[config.mk]
export PLATFORM = sky130hd
export DESIGN_NAME = irq_cascade_ctrl
export DESIGN_NICKNAME = d
export VERILOG_FILES = /design/src/rtl/irqc_pkg.sv /design/src/rtl/irqc_first_set.sv /design/src/rtl/irqc_port_bank.sv /design/src/rtl/irqc_resolver.sv /design/src/rtl/irq_cascade_ctrl.sv
export SDC_FILE = /design/constraint.sdc
export NUM_CORES = 1
export LEC_CHECK = 0
export BUFFER_PORTS_ARGS = -buffer_cell sky130_fd_sc_hd__buf_2
export CORE_ASPECT_RATIO = 1.75
export CORE_MARGIN = 2
export CORE_UTILIZATION = 54
export DETAILED_ROUTE_END_ITERATION = 10
export PLACE_DENSITY = 0.86
export REMOVE_ABC_BUFFERS = 1
export SETUP_SLACK_MARGIN = 0.02
export SKIP_LAST_GASP = 1
export SYNTH_ARGS = -nofsm -noshare
export SYNTH_HDL_FRONTEND = slang
export SYNTH_HIERARCHICAL = 1
export SYNTH_SLANG_ARGS = --single-unit
[constraint.sdc]
create_clock -name clk -period 5.31 [get_ports clk]
set_input_delay 1.062 -clock clk [delete_from_list [all_inputs] [get_ports clk]]
set_output_delay 1.062 -clock clk [all_outputs]
set_load 0.01 [all_outputs]
[src/rtl/irqc_pkg.sv]
package irqc_pkg;
  typedef enum logic [2:0] {
    RA_LO_CAUSE   = 3'd0,
    RA_HI_CAUSE   = 3'd1,
    RA_PORT_CAUSE = 3'd2,
    RA_LO_MASK    = 3'd3,
    RA_HI_MASK    = 3'd4,
    RA_PORT_MASK  = 3'd5,
    RA_CTRL       = 3'd6,
    RA_CURRENT    = 3'd7
  } reg_addr_e;

  localparam int unsigned MASK_BANKS = 3;
endpackage

[src/rtl/irqc_first_set.sv]
module irqc_first_set #(
  parameter int W     = 32,
  parameter int IDX_W = $clog2(W)
) (
  input  logic [W-1:0]     vec,
  output logic             found,
  output logic [IDX_W-1:0] idx
);
  always_comb begin
    found = |vec;
    idx   = '0;
    for (int i = W - 1; i >= 0; i--) begin
      if (vec[i]) idx = IDX_W'(i);
    end
  end
endmodule

[src/rtl/irqc_port_bank.sv]
module irqc_port_bank #(
  parameter int W       = 32,
  parameter int GROUP_W = 8,
  parameter int GROUPS  = W / GROUP_W
) (
  input  logic              clk,
  input  logic              rst,
  input  logic [W-1:0]      pin,
  input  logic              level_mode,
  input  logic              clr_en,
  input  logic [W-1:0]      clr_word,
  input  logic [W-1:0]      mask,
  output logic [W-1:0]      cause,
  output logic [GROUPS-1:0] summary
);
  logic [W-1:0] pin_q, pin_prev, cause_q;
  logic [W-1:0] capture, kept, masked;

  always_ff @(posedge clk) begin
    if (rst) begin
      pin_q    <= '0;
      pin_prev <= '0;
      cause_q  <= '0;
    end else begin
      pin_q    <= pin;
      pin_prev <= pin_q;
      cause_q  <= kept | capture;
    end
  end

  always_comb begin
    capture = level_mode ? pin_q : (pin_q & ~pin_prev);
    kept    = clr_en ? (cause_q & clr_word) : cause_q;
    masked  = cause_q & mask;
  end

  for (genvar g = 0; g < GROUPS; g++) begin : g_sum
    assign summary[g] = |masked[g*GROUP_W +: GROUP_W];
  end

  assign cause = cause_q;
endmodule

[src/rtl/irqc_resolver.sv]
module irqc_resolver #(
  parameter int          W       = 32,
  parameter int          SUM_LSB = 24,
  parameter int          GROUPS  = 4,
  parameter int          CODE_W  = 32,
  parameter logic [CODE_W-1:0] NONE = '1 - 1
) (
  input  logic [W-1:0]      lo_pend,
  input  logic [W-1:0]      hi_pend,
  input  logic [W-1:0]      port_pend,
  output logic              valid,
  output logic [CODE_W-1:0] code
);
  localparam int IDX_W = $clog2(W);

  logic             lo_found, hi_found, port_found;
  logic [IDX_W-1:0] lo_idx, hi_idx, port_idx;

  irqc_first_set #(.W(W)) u_lo   (.vec(lo_pend),   .found(lo_found),   .idx(lo_idx));
  irqc_first_set #(.W(W)) u_hi   (.vec(hi_pend),   .found(hi_found),   .idx(hi_idx));
  irqc_first_set #(.W(W)) u_port (.vec(port_pend), .found(port_found), .idx(port_idx));

  always_comb begin
    valid = 1'b0;
    code  = NONE;
    if (lo_found) begin
      valid = 1'b1;
      code  = CODE_W'(int'(lo_idx));
    end else if (hi_found) begin
      if (int'(hi_idx) >= SUM_LSB && int'(hi_idx) < SUM_LSB + GROUPS) begin
        if (port_found) begin
          valid = 1'b1;
          code  = CODE_W'(2 * W + int'(port_idx));
        end
      end else begin
        valid = 1'b1;
        code  = CODE_W'(W + int'(hi_idx));
      end
    end
  end
endmodule

[src/rtl/irq_cascade_ctrl.sv]
module irq_cascade_ctrl
  import irqc_pkg::*;
#(
  parameter int              W         = 32,
  parameter int              GROUP_W   = 8,
  parameter int              SUM_LSB   = 24,
  parameter int              LEVEL_BIT = 10,
  parameter logic [W-1:0]    LO_VALID  = 32'h3DFF_FFFE,
  parameter logic [W-1:0]    HI_VALID  = 32'h0F00_0DB7,
  parameter logic [W-1:0]    NONE_CODE = 32'hFFFF_FFFE
) (
  input  logic         clk,
  input  logic         rst,
  input  logic [W-1:0] src_lo,
  input  logic [W-1:0] src_hi,
  input  logic [W-1:0] port_pin,
  input  logic         reg_we,
  input  logic [2:0]   reg_addr,
  input  logic [W-1:0] reg_wdata,
  output logic [W-1:0] reg_rdata,
  output logic         cpu_irq
);
  localparam int           GROUPS    = W / GROUP_W;
  localparam logic [W-1:0] SUM_FIELD = W'({GROUPS{1'b1}}) << SUM_LSB;

  logic [W-1:0]      lo_cause_q, hi_src_q, hi_cause;
  logic [W-1:0]      mask_q [MASK_BANKS];
  logic [W-1:0]      port_cause;
  logic [GROUPS-1:0] port_summary;
  logic              level_q;
  logic [W-1:0]      lo_pend, hi_pend, port_pend;
  logic              res_valid;
  logic [W-1:0]      res_code;
  logic [W-1:0]      cur_code_q;
  logic              irq_q;
  logic [W-1:0]      rdata_q, rdata_d;
  reg_addr_e         addr_e;

  assign addr_e = reg_addr_e'(reg_addr);

  always_ff @(posedge clk) begin
    if (rst) begin
      lo_cause_q <= '0;
      hi_src_q   <= '0;
      level_q    <= 1'b0;
    end else begin
      lo_cause_q <= src_lo;
      hi_src_q   <= src_hi;
      if (reg_we && addr_e == RA_CTRL) level_q <= reg_wdata[LEVEL_BIT];
    end
  end

  for (genvar b = 0; b < MASK_BANKS; b++) begin : g_mask
    localparam logic [2:0] MADDR = 3'(int'(RA_LO_MASK) + b);
    always_ff @(posedge clk) begin
      if (rst)                             mask_q[b] <= '0;
      else if (reg_we && reg_addr == MADDR) mask_q[b] <= reg_wdata;
    end
  end

  irqc_port_bank #(.W(W), .GROUP_W(GROUP_W), .GROUPS(GROUPS)) u_port (
    .clk        (clk),
    .rst        (rst),
    .pin        (port_pin),
    .level_mode (level_q),
    .clr_en     (reg_we && addr_e == RA_PORT_CAUSE),
    .clr_word   (reg_wdata),
    .mask       (mask_q[2]),
    .cause      (port_cause),
    .summary    (port_summary)
  );

  always_comb begin
    hi_cause  = (hi_src_q & ~SUM_FIELD) | (W'(port_summary) << SUM_LSB);
    lo_pend   = lo_cause_q & LO_VALID & mask_q[0];
    hi_pend   = hi_cause & HI_VALID & mask_q[1];
    port_pend = port_cause & mask_q[2];
  end

  irqc_resolver #(
    .W(W), .SUM_LSB(SUM_LSB), .GROUPS(GROUPS), .CODE_W(W), .NONE(NONE_CODE)
  ) u_res (
    .lo_pend   (lo_pend),
    .hi_pend   (hi_pend),
    .port_pend (port_pend),
    .valid     (res_valid),
    .code      (res_code)
  );

  always_comb begin
    case (addr_e)
      RA_LO_CAUSE:   rdata_d = lo_cause_q;
      RA_HI_CAUSE:   rdata_d = hi_cause;
      RA_PORT_CAUSE: rdata_d = port_cause;
      RA_LO_MASK:    rdata_d = mask_q[0];
      RA_HI_MASK:    rdata_d = mask_q[1];
      RA_PORT_MASK:  rdata_d = mask_q[2];
      RA_CTRL:       rdata_d = W'(level_q) << LEVEL_BIT;
      default:       rdata_d = cur_code_q;
    endcase
  end

  always_ff @(posedge clk) begin
    if (rst) begin
      cur_code_q <= NONE_CODE;
      irq_q      <= 1'b0;
      rdata_q    <= '0;
    end else begin
      cur_code_q <= res_code;
      irq_q      <= res_valid;
      rdata_q    <= rdata_d;
    end
  end

  assign reg_rdata = rdata_q;
  assign cpu_irq   = irq_q;
endmodule

==> metrics.yaml, run 1 <==
drt:
  finalWirelength_um: 39200
  drtIter0Drc: 1108
  drc: 0
  drt_pass1_iterations: 5
  post_drt_wl_per_cell_um: 20.3
  num_vias: 11300
  drt-vias-per-instance: 5.84
  ant_nets: 0
synth:
  synth.avg_cell_area_um2: 10.0
  yosysMostFrequentCell: "dfxtp_1"
  synth_top_area_share_pct: 31.8
  synth-edff-count: 96
  yosys_warnings: 6
  ys_ff_latch: 318
  synth-main-ff-cell: "dfxtp_1"
  synth.cell_area_um2: 14000
  synth_commonest_cells: "222 x dfxtp_1, 174 x and2_1, 135 x nor2b_1, 104 x o21ai_0, 96 x edfxtp_1"
  synth-seq-area-share_pct: 52.4
  ys_types: 58
  yosysTopAreaCell: "dfxtp_1"
  synthTopCellsByArea: "dfxtp_1 32%, edfxtp_1 21%, and2_1 7.8%, nor2b_1 6.0%, o21ai_0 3.7%"
  syn_inst: 1393
  synthArstFlopShare_pct: 0
worst_setup_path:
  critPathCaptureType: "flop"
  critPathArrivalTime_ps: 4390
  path_class: "reg2reg"
  reg2reg_depth: 11
  worstPathRequired_ps: 5750
  crit_start: "mask_q[2][30]"
  reg2reg_from: "mask_q[2][30]"
  cp-start-kind: "flop"
  crit_path_max_fanout: 25
global_routing:
  grt_pass1_vias: 11100
  antenna_found_initial: 6
  grt_max_degree: 104
  grt_util_all_layers_pct: 27.8
  grt-ovfl-total: 0
  grt_pass1_wl_um: 59200
timing:
  final_max_slew_viol_count: 1
  hold_viol_final: 0
  max_freq_ghz: 0.253
  setup_viol: 0
  rsz0062_at_grt: "false"
  setup_slack_ps: 1360
  fin_crit_sh_pct: 74.4
  whs_ps: 453
  min_period_ps: 3950
  tightest_slew_ps: 1500
  setup_tns_ps: 0
  slew_headroom_pct: -0.253
  fin_worst_skew_ps: 16.8
die:
  die_area_um2: 27200
  die-height_um: 217
  core_area_um2: 25300
  start_util_pct: 55.2
  row_count: 77
  io_pins: 167
  die_w_um: 126
placement:
  placed_cells: 1868
  place_ws_ps: 1490
  place.gp.congestion: 0.946
  dp_hpwl_um: 26500
  place.port_buffers: 162
clock_tree:
  cts.clk_slew.worst_paths_ps: 70
  clk_latency_ps: 560
  cts.htree.levels: 1
  cts_root_buffer: "clkbuf_16"
  post_cts_resized: 0
  postCtsSetupBuffers: 0
  cts_buffers: 28
  cts_tree: "done"
  cts_buffer_depth: 3
  hold_buffers: 0
  cts.sinks: 318
power_and_ir_drop:
  ir_drop_mv: 0.238
  power.leakage_nw: 6.38
  powerDensity_nw_per_um2: 337
outcome:
  violations: "capacitance limit, slew limit"
  status: "finished with violations"
finish:
  layout-drive-gt1-share_pct: 19.8
  fin_cells: 1927
  fin_nets: 1716
  area_delta_synth_final_pct: 14.4
run:
  drv_cap: 1
worst_hold_path:
  whs_path_depth: 1
  min-delay-start: "u_port/pin_q[16]"
  min_path_type: "reg2reg"
metal layers:
| metal | share of wire, % | up-vias | routed length (um) | GRT usage (%) |
|---|---|---|---|---|
| li1 | - | 5170 | - | - |
| met1 | 34 | 5283 | 13400 | 29.8 |
| met4 | 6.6 | 0 | 2580 | 18.4 |
| met3 | 8.5 | 163 | 3340 | 4.55 |
| met5 | 0 | - | 0 | 0 |
| met2 | 51 | 635 | 19800 | 49.8 |
report_power, final:
group	internal [W]	switching (W)	total (W)
Sequential	0.00265	0.0000821	0.00273
Combinational	0.000244	0.000355	0.000599
Clock	0.00114	0.000924	0.00206
layout by cell type (no fill, tap or decap), drive strengths merged, types with 8 or more instances in the layout:
cell type	Yosys	layout
clkinv	0	8
conb	1	82
o31ai	13	13
nor2b	135	135
buf	67	179
or4	12	12
clkbuf	34	39
and2	174	174
nor2	64	64
nor4	21	21
a221oi	17	17
nor3	26	26
inv	57	62
mux2	13	13
o221a	14	14
nand2	21	21
o21ai	112	112
dfxtp	222	222
a211oi	31	31
mux2i	22	22
nand2b	13	13
a21oi	90	90
nand3	8	8
o21a	14	14
or2	32	32
a22oi	28	28
edfxtp	96	96
cells by family (layout without fill, tap and decap cells):
family / after synthesis / after routing / share of synthesized area [%]
other: 1 / 89 / 0.0268
buffers and inverters: 158 / 288 / 5.89
muxes: 35 / 35 / 2.62
and+or+nand+nor: 525 / 525 / 22.6
DFF: 318 / 318 / 52.4
AOI/OAI and AO/OA: 356 / 356 / 16.5
path summary, 6_finish.rpt:
path,slack [ps],endpoint
worst max-delay path,1360,cur_code_q[8]
worst max register to register,1360,cur_code_q[8]
worst min register to register,450,u_port/pin_prev[16]
worst min-delay path,450,u_port/pin_prev[16]
worst max-delay path: stages, from the launching register on:
cell and delay [ps]:
edfxtp_1 420, a22oi_1 440, nand4_1 200, and2_1 260, nor4_1 430, nand3_1 200
nor3_2 250, nor3b_1 110, and3b_2 240, a21oi_1 220, inv_1 540, or2_2 520
cell type report:
cell class | count | area [um^2]
fill | 2037 | 9340
sequential | 318 | 7330
multi-input combinational | 998 | 6140
timing repair buffer | 179 | 957
clock buffer | 39 | 856
tap | 316 | 395
inverter | 57 | 214
clock inverter | 13 | 86.3
antenna | 7 | 17.5
through the flow:
step	instance area (um^2)	power [W]	util, %
detailed placement	15000	0.00337	59.3
global route	16000	0.00556	63.1
global placement	15000	0.00334	59.3
finish	16000	0.00539	63.1
floorplan	13700	0.00309	-
CTS	16000	0.00540	63.1
flip-flops by register name, summed over array words and instances (netlist names):
name	cells
cpu_irq	1
cur_code_q	32
hi_src_q	28
level_q	1
lo_cause_q	32
mask_q	96
reg_rdata	32
u_port/cause	32
u_port/pin_prev	32
u_port/pin_q	32
Power figures use the tool's default switching activity.
==> run 2: changes to the inputs <==
Clock period 5.31 ns to 3.7 ns, I/O delays scaled along.
==> run 2 against run 1 <==
Effect of this change:
- the flow now finishes without violations
- via count is 0.28% higher
- final cell count increased by 0.57%
- global-route usage rose by 0.50 points
- power rose by 46%
- worst setup slack worse by 1100 ps
- clock-buffer cell count down 3
- die area did not move
- first-iteration DRC count increased by 1.4%
- critical endpoint is now cur_code_q[16]
- cell area grew 1.0%
- critical path depth increased by 1
- routed wire length increased by 0.78%
==> metrics.yaml, run 2 (synthesis results as in run 1) <==
die:
  die_w_um: 126  # unchanged
  start_util_pct: 55.2  # unchanged
  die_area_um2: 27200  # unchanged
  die-height_um: 217  # unchanged
  row_count: 77  # unchanged
  io_pins: 167  # unchanged
  core_area_um2: 25300  # unchanged
timing:
  min_period_ps: 3410  # -542 ps
  slew_headroom_pct: 37.2  # +37 points
  max_freq_ghz: 0.293  # +16%
  fin_worst_skew_ps: 10.9  # -5.82 ps
  setup_tns_ps: 0  # unchanged
  hold_viol_final: 0  # unchanged
  final_max_slew_viol_count: 0  # -1
  setup_viol: 0  # unchanged
  rsz0062_at_grt: "false"
  fin_crit_sh_pct: 92.1  # +18 points
  tightest_slew_ps: 943  # -556 ps
finish:
  fill_cells: 2005  # -1.6%
  final_common_cell: "dfxtp_1"
  final_util_pct: 63.8  # +0.66 points
  fin_nets: 1730  # +0.82%
  final_cell_mix: "222 x dfxtp_1, 174 x and2_1, 161 x buf_2"
  largest_register: "mask_q"
  largest_reg_flops: 96  # unchanged
  fin_cells: 1938  # +0.57%
  area_delta_synth_final_pct: 15.6
  fin_area_um2: 16200  # +1.0%
  layout-drive-gt1-share_pct: 20.6  # +0.88 points
drt:
  drt_pass1_iterations: 6  # +1
  drc: 0  # unchanged
  num_vias: 11300  # +0.28%
  drt-vias-per-instance: 5.82  # -0.29%
  finalWirelength_um: 39500  # +0.78%
  post_drt_wl_per_cell_um: 20.4  # +0.21%
  ant_nets: 0  # unchanged
  drtIter0Drc: 1124  # +1.4%
worst_setup_path:
  cp-start-kind: "flop"
  cp-endpoint: "cur_code_q[16]"
  crit_path_max_fanout: 25  # unchanged
  crit_start: "mask_q[2][30]"
  crit_buf_inv: 2  # +1
  r2r_slack_ps: 290  # -1070 ps
  r2r_end: "cur_code_q[16]"
  critPathCaptureType: "flop"
  slowest_delay_ps: 430  # -110 ps
  slowest_stage: "a22oi_1"
  critPathArrivalTime_ps: 3850  # -540 ps
  worstPathRequired_ps: 4140  # -1610 ps
  reg2reg_depth: 12  # +1
  reg2reg_from: "mask_q[2][30]"
  path_class: "reg2reg"
  crit_cells: 12  # +1
  path_delay_family: "simple AND/OR/NAND/NOR gates"
  crit_chain: "a22oi_1 > nand4_1 > and2_1 > nor4_2 > nand3_1 > nor3_2 > nor3b_1 > and3b_2 > a21oi_1 > inv_1 > buf_12 > or2_2"
power_and_ir_drop:
  ir_drop_mv: 0.397  # +67%
  powerDensity_nw_per_um2: 489  # +45%
  power.leakage_nw: 6.48  # +1.5%
  power_w: 0.00790  # +46%
clock_tree:
  cts.htree.levels: 1  # unchanged
  clk_latency_ps: 560  # about the same
  cts.clk_slew.worst_paths_ps: 70  # about the same
  hold_buffers: 0  # unchanged
  cts.sinks: 318  # unchanged
  post_cts_resized: 0  # unchanged
  cts_buffers: 28  # unchanged
  cts_tree: "done"
  cts_buffer_depth: 3  # unchanged
  postCtsSetupBuffers: 0  # unchanged
  cts_root_buffer: "clkbuf_16"
global_routing:
  grt_util_all_layers_pct: 28.3  # +0.50 points
  antenna_found_initial: 5  # -1
  grt-ovfl-total: 0  # unchanged
  grt_max_degree: 85  # -18%
  grt_pass1_wl_um: 59900  # +1.2%
  grt_pass1_vias: 11100  # -0.099%
placement:
  dp_hpwl_um: 26900  # +1.4%
  dpl_cell_area_um2: 15200  # +0.78%
  place.gp.congestion: 0.942  # -0.43%
  place.port_buffers: 162  # unchanged
  placed_cells: 1882  # +0.75%
outcome:
  status: "completed"
run:
  drv_cap: 0  # -1
worst_hold_path:
  whs_path_depth: 2  # +1
  min_path_type: "in2reg"
[run 2: worst min path at each step]
stage / endpoint / from / slack, ps
3_5_place_dp: u_port/pin_prev[16] / u_port/pin_q[16] / 450
5_1_grt: u_port/pin_q[28] / port_pin[28] / 380
2_1_floorplan: u_port/pin_prev[0] / u_port/pin_q[0] / 430
3_3_place_gp: u_port/pin_prev[2] / u_port/pin_q[2] / 440
4_1_cts: u_port/pin_q[31] / port_pin[31] / 370
6_report: u_port/pin_q[29] / port_pin[29] / 380
[run 2: metrics by stage]
step                worst slack, ps  hold slack, ps
floorplan                      28.6             431
global placement                389             441
detailed placement              229             449
global route                   95.2             381
CTS                             192             369
finish                          293             382
[run 2: final cells by class]
class,instances,area [um^2],area share [%]
Multi-Input combinational cell,998,6150,38.0
Sequential cell,318,7330,45.3
Inverter,57,214,1.32
Antenna cell,4,10.0,0.0619
Clock buffer,36,835,5.16
Timing Repair Buffer,193,1070,6.65
Clock inverter,16,158,0.976
Tap cell,316,395,2.45
[run 2: report_power, final]
group,leakage [nW],internal [W],switching (W),total (W)
combinational,3.21,0.000360,0.000516,0.000876
sequential,2.77,0.00380,0.000111,0.00391
clock,0.499,0.00175,0.00135,0.00311
[run 2: metal layers]
layer	GRT usage, %	share of wire, %	vias to the layer above
met4	18.4	6.7	2
met3	4.62	8.0	164
met5	0	0.018	-
met2	49.5	50	604
li1	-	-	5189
met1	31.5	35	5323
[run 2: worst register-to-register path, stage by stage (launching register included)]
cell	delay, ps
edfxtp_1	410
a22oi_1	430
nand4_1	210
and2_1	270
nor4_2	370
nand3_1	180
nor3_2	250
nor3b_1	120
and3b_2	240
a21oi_1	210
inv_1	110
buf_12	180
or2_2	300
==> run 3: changes to the inputs <==
Settings changed: ABC_AREA set to 1, CAP_MARGIN set to 0, PLACE_DENSITY 0.86 to 0.85.
==> run 3 against run 2 <==
Effect of this change:
- combinational power increased by 11%
- cell area increased by 6.3%
- power increased by 2.9%
- register-to-register slack improved by 400 ps
- clock power increased by 4%
- global-route usage increased by 0.36 points
- clock-buffer cell count increased by 5
- worst hold slack got worse by 18 ps
- final cell count increased by 35%
- synthesized cell count increased by 47%
- routed wire length increased by 5.9%
- utilization decreased by 0.93 points
- critical endpoint is now cur_code_q[30]
==> metrics.yaml, run 3 <==
outcome:
  status: "completed"
die:
  die_w_um: 130  # +3.7%
  io_pins: 167  # unchanged
  start_util_pct: 55.2  # about the same
  row_count: 80  # +3.9%
  core_area_um2: 27300  # +7.8%
  die-height_um: 225  # +3.7%
  die_area_um2: 29300  # +7.6%
clock_tree:
  cts_buffers: 29  # +3.6%
  cts.sinks: 318  # unchanged
  cts_tree: "done"
  cts.clk_slew.worst_paths_ps: 70  # about the same
  hold_buffers: 0  # unchanged
  postCtsSetupBuffers: 0  # unchanged
  cts.htree.levels: 1  # unchanged
  post_cts_resized: 0  # unchanged
  cts_root_buffer: "clkbuf_16"
  clk_latency_ps: 570  # about the same
  cts_buffer_depth: 3  # unchanged
global_routing:
  grt_util_all_layers_pct: 28.6  # +0.36 points
  grt-ovfl-total: 0  # unchanged
  antenna_found_initial: 2  # -3
  grt_pass1_wl_um: 65100  # +8.7%
  grt_max_degree: 125  # +47%
  grt_pass1_vias: 13600  # +22%
drt:
  drt-vias-per-instance: 5.20  # -11%
  ant_nets: 0  # unchanged
  finalWirelength_um: 41800  # +5.9%
  drc: 0  # unchanged
  drt_pass1_iterations: 5  # -1
  post_drt_wl_per_cell_um: 16.0  # -21%
  num_vias: 13600  # +20%
  drtIter0Drc: 1173  # +4.4%
timing:
  setup_viol: 0  # unchanged
  setup_slack_ps: 691  # +398 ps
  fin_worst_skew_ps: 16.4  # +5.44 ps
  tightest_slew_ps: 975  # +32.5 ps
  min_period_ps: 3010  # -398 ps
  hold_viol_final: 0  # unchanged
  setup_tns_ps: 0  # unchanged
  slew_headroom_pct: 34.9  # -2.3 points
  max_freq_ghz: 0.332  # +13%
  fin_crit_sh_pct: 81.3  # -11 points
  rsz0062_at_grt: "false"
  whs_ps: 364  # -18.3 ps
  final_max_slew_viol_count: 0  # unchanged
placement:
  place.gp.congestion: 0.973  # +3.2%
  place.port_buffers: 162  # unchanged
  place_ws_ps: 714  # +485 ps
  dpl_cell_area_um2: 16100  # +6.4%
  dp_hpwl_um: 27900  # +3.9%
synth:
  ys_types: 38  # -34%
  synthArstFlopShare_pct: 0  # unchanged
  synthTopCellsByArea: "dfxtp_1 29%, edfxtp_1 19%, nand2_1 11%, inv_1 10%, nor2_1 8.3%"
  synth_commonest_cells: "442 x nand2_1, 408 x inv_1, 335 x nor2_1, 222 x dfxtp_1, 129 x nand3_1"
  synth-seq-area-share_pct: 48.6  # -3.8 points
  synth-edff-count: 96  # unchanged
  synth-main-ff-cell: "dfxtp_1"
  synth.cell_area_um2: 15100  # +7.8%
  synth.avg_cell_area_um2: 7.35  # -27%
  yosysTopAreaCell: "dfxtp_1"
  synth_top_area_share_pct: 29.5  # -2.3 points
  yosys_warnings: 6  # unchanged
  syn_inst: 2052  # +47%
  ys_ff_latch: 318  # unchanged
  yosysMostFrequentCell: "nand2_1"
worst_setup_path:
  r2r_slack_ps: 690  # +400 ps
  critPathArrivalTime_ps: 3470  # -380 ps
  critPathCaptureType: "flop"
  cp-start-kind: "flop"
  crit_path_max_fanout: 14  # -44%
  path_class: "reg2reg"
  worstPathRequired_ps: 4160  # +20 ps
finish:
  largest_register: "mask_q"
  final_common_cell: "nand2_1"
  fin_nets: 2348  # +36%
  largest_reg_flops: 96  # unchanged
  fill_cells: 2299  # +15%
  layout-drive-gt1-share_pct: 15.1  # -5.6 points
  fin_area_um2: 17200  # +6.3%
  area_delta_synth_final_pct: 13.9
  final_cell_mix: "442 x nand2_1, 408 x inv_1, 334 x nor2_1"
run:
  drv_cap: 0  # unchanged
power_and_ir_drop:
  ir_drop_mv: 0.375  # -5.6%
  power.leakage_nw: 9.01  # +39%
  power_w: 0.00813  # +2.9%
  powerDensity_nw_per_um2: 473  # -3.2%
worst_hold_path:
  min_path_type: "in2reg"
==> run 3: cell types whose count changed after synthesis, sizes merged, moves of 20 or more <==
cell    delta
nand2    +422
inv      +368
nor2     +299
and2     -174
nor2b    -135
nand3    +123
nand4     +71
a21oi     -55
o21ai     -33
a211oi    -28
a22oi     -28
mux2i     -22
nor3      -20
==> run 3: routing by layer <==
| layer | wire length [um] | GRT usage [%] |
|---|---|---|
| met2 | 21100 | 51.3 |
| met4 | 2710 | 18.5 |
| met5 | 11 | 0 |
| met3 | 3680 | 4.65 |
| met1 | 14300 | 30.4 |
==> run 3: final timing paths <==
check | start | endpoint | cells past startpoint
worst max-delay path | mask_q[2][16] | cur_code_q[30] | 16
worst min-delay path | src_lo[27] | lo_cause_q[27] | 3
worst max register to register | mask_q[2][16] | cur_code_q[30] | 16
worst min register to register | u_port/pin_q[31] | u_port/pin_prev[31] | 2
==> run 3: critical path: stages (launching register included) <==
cell and delay (ps):
edfxtp_1 420, nand2_1 110, nand2_1 70, nor2_1 120, nand2_1 130, nand2_1 120
inv_1 70, nor4_1 400, nand2_1 130, nor3_1 260, nor2_1 120, nand3_2 120
nand2_1 80, nand3_1 120, inv_1 90, buf_4 200, or2_2 290
==> run 3: cells by family (layout without fill, tap and decap cells) <==
kind of cell / after synthesis / in the layout / synth area share, %
other: 1 / 49 / 0.0249
flip-flops: 318 / 318 / 48.6
AND/OR/NAND/NOR: 1058 / 1058 / 30.8
buffers and inverters: 542 / 680 / 15.7
AO/OA/AOI/OAI: 133 / 133 / 4.85
==> run 3: where the power goes <==
part | internal (W) | switching [W] | total, W
Combinational | 0.000331 | 0.000641 | 0.000971
Clock | 0.00186 | 0.00136 | 0.00322
Sequential | 0.00381 | 0.000124 | 0.00393
Total | 0.00600 | 0.00213 | 0.00813
==> run 3: through the flow <==
stage               cells  utilization, %
floorplan            1989               -
global route         2607            62.8
CTS                  2606            62.8
global placement     2552            59.0
finish               2607            62.8
detailed placement   2552            59.0
==> run 3: cell type report <==
class | count | area (um^2) | area share, %
repair buffers | 194 | 1070 | 6.23
inverters | 432 | 1700 | 9.92
multi-input cells | 1239 | 5570 | 32.4
diodes | 1 | 2.50 | 0.0146
clock inverters | 13 | 135 | 0.787
well taps | 369 | 462 | 2.69
clock buffers | 41 | 907 | 5.28
flip-flops and latches | 318 | 7330 | 42.7
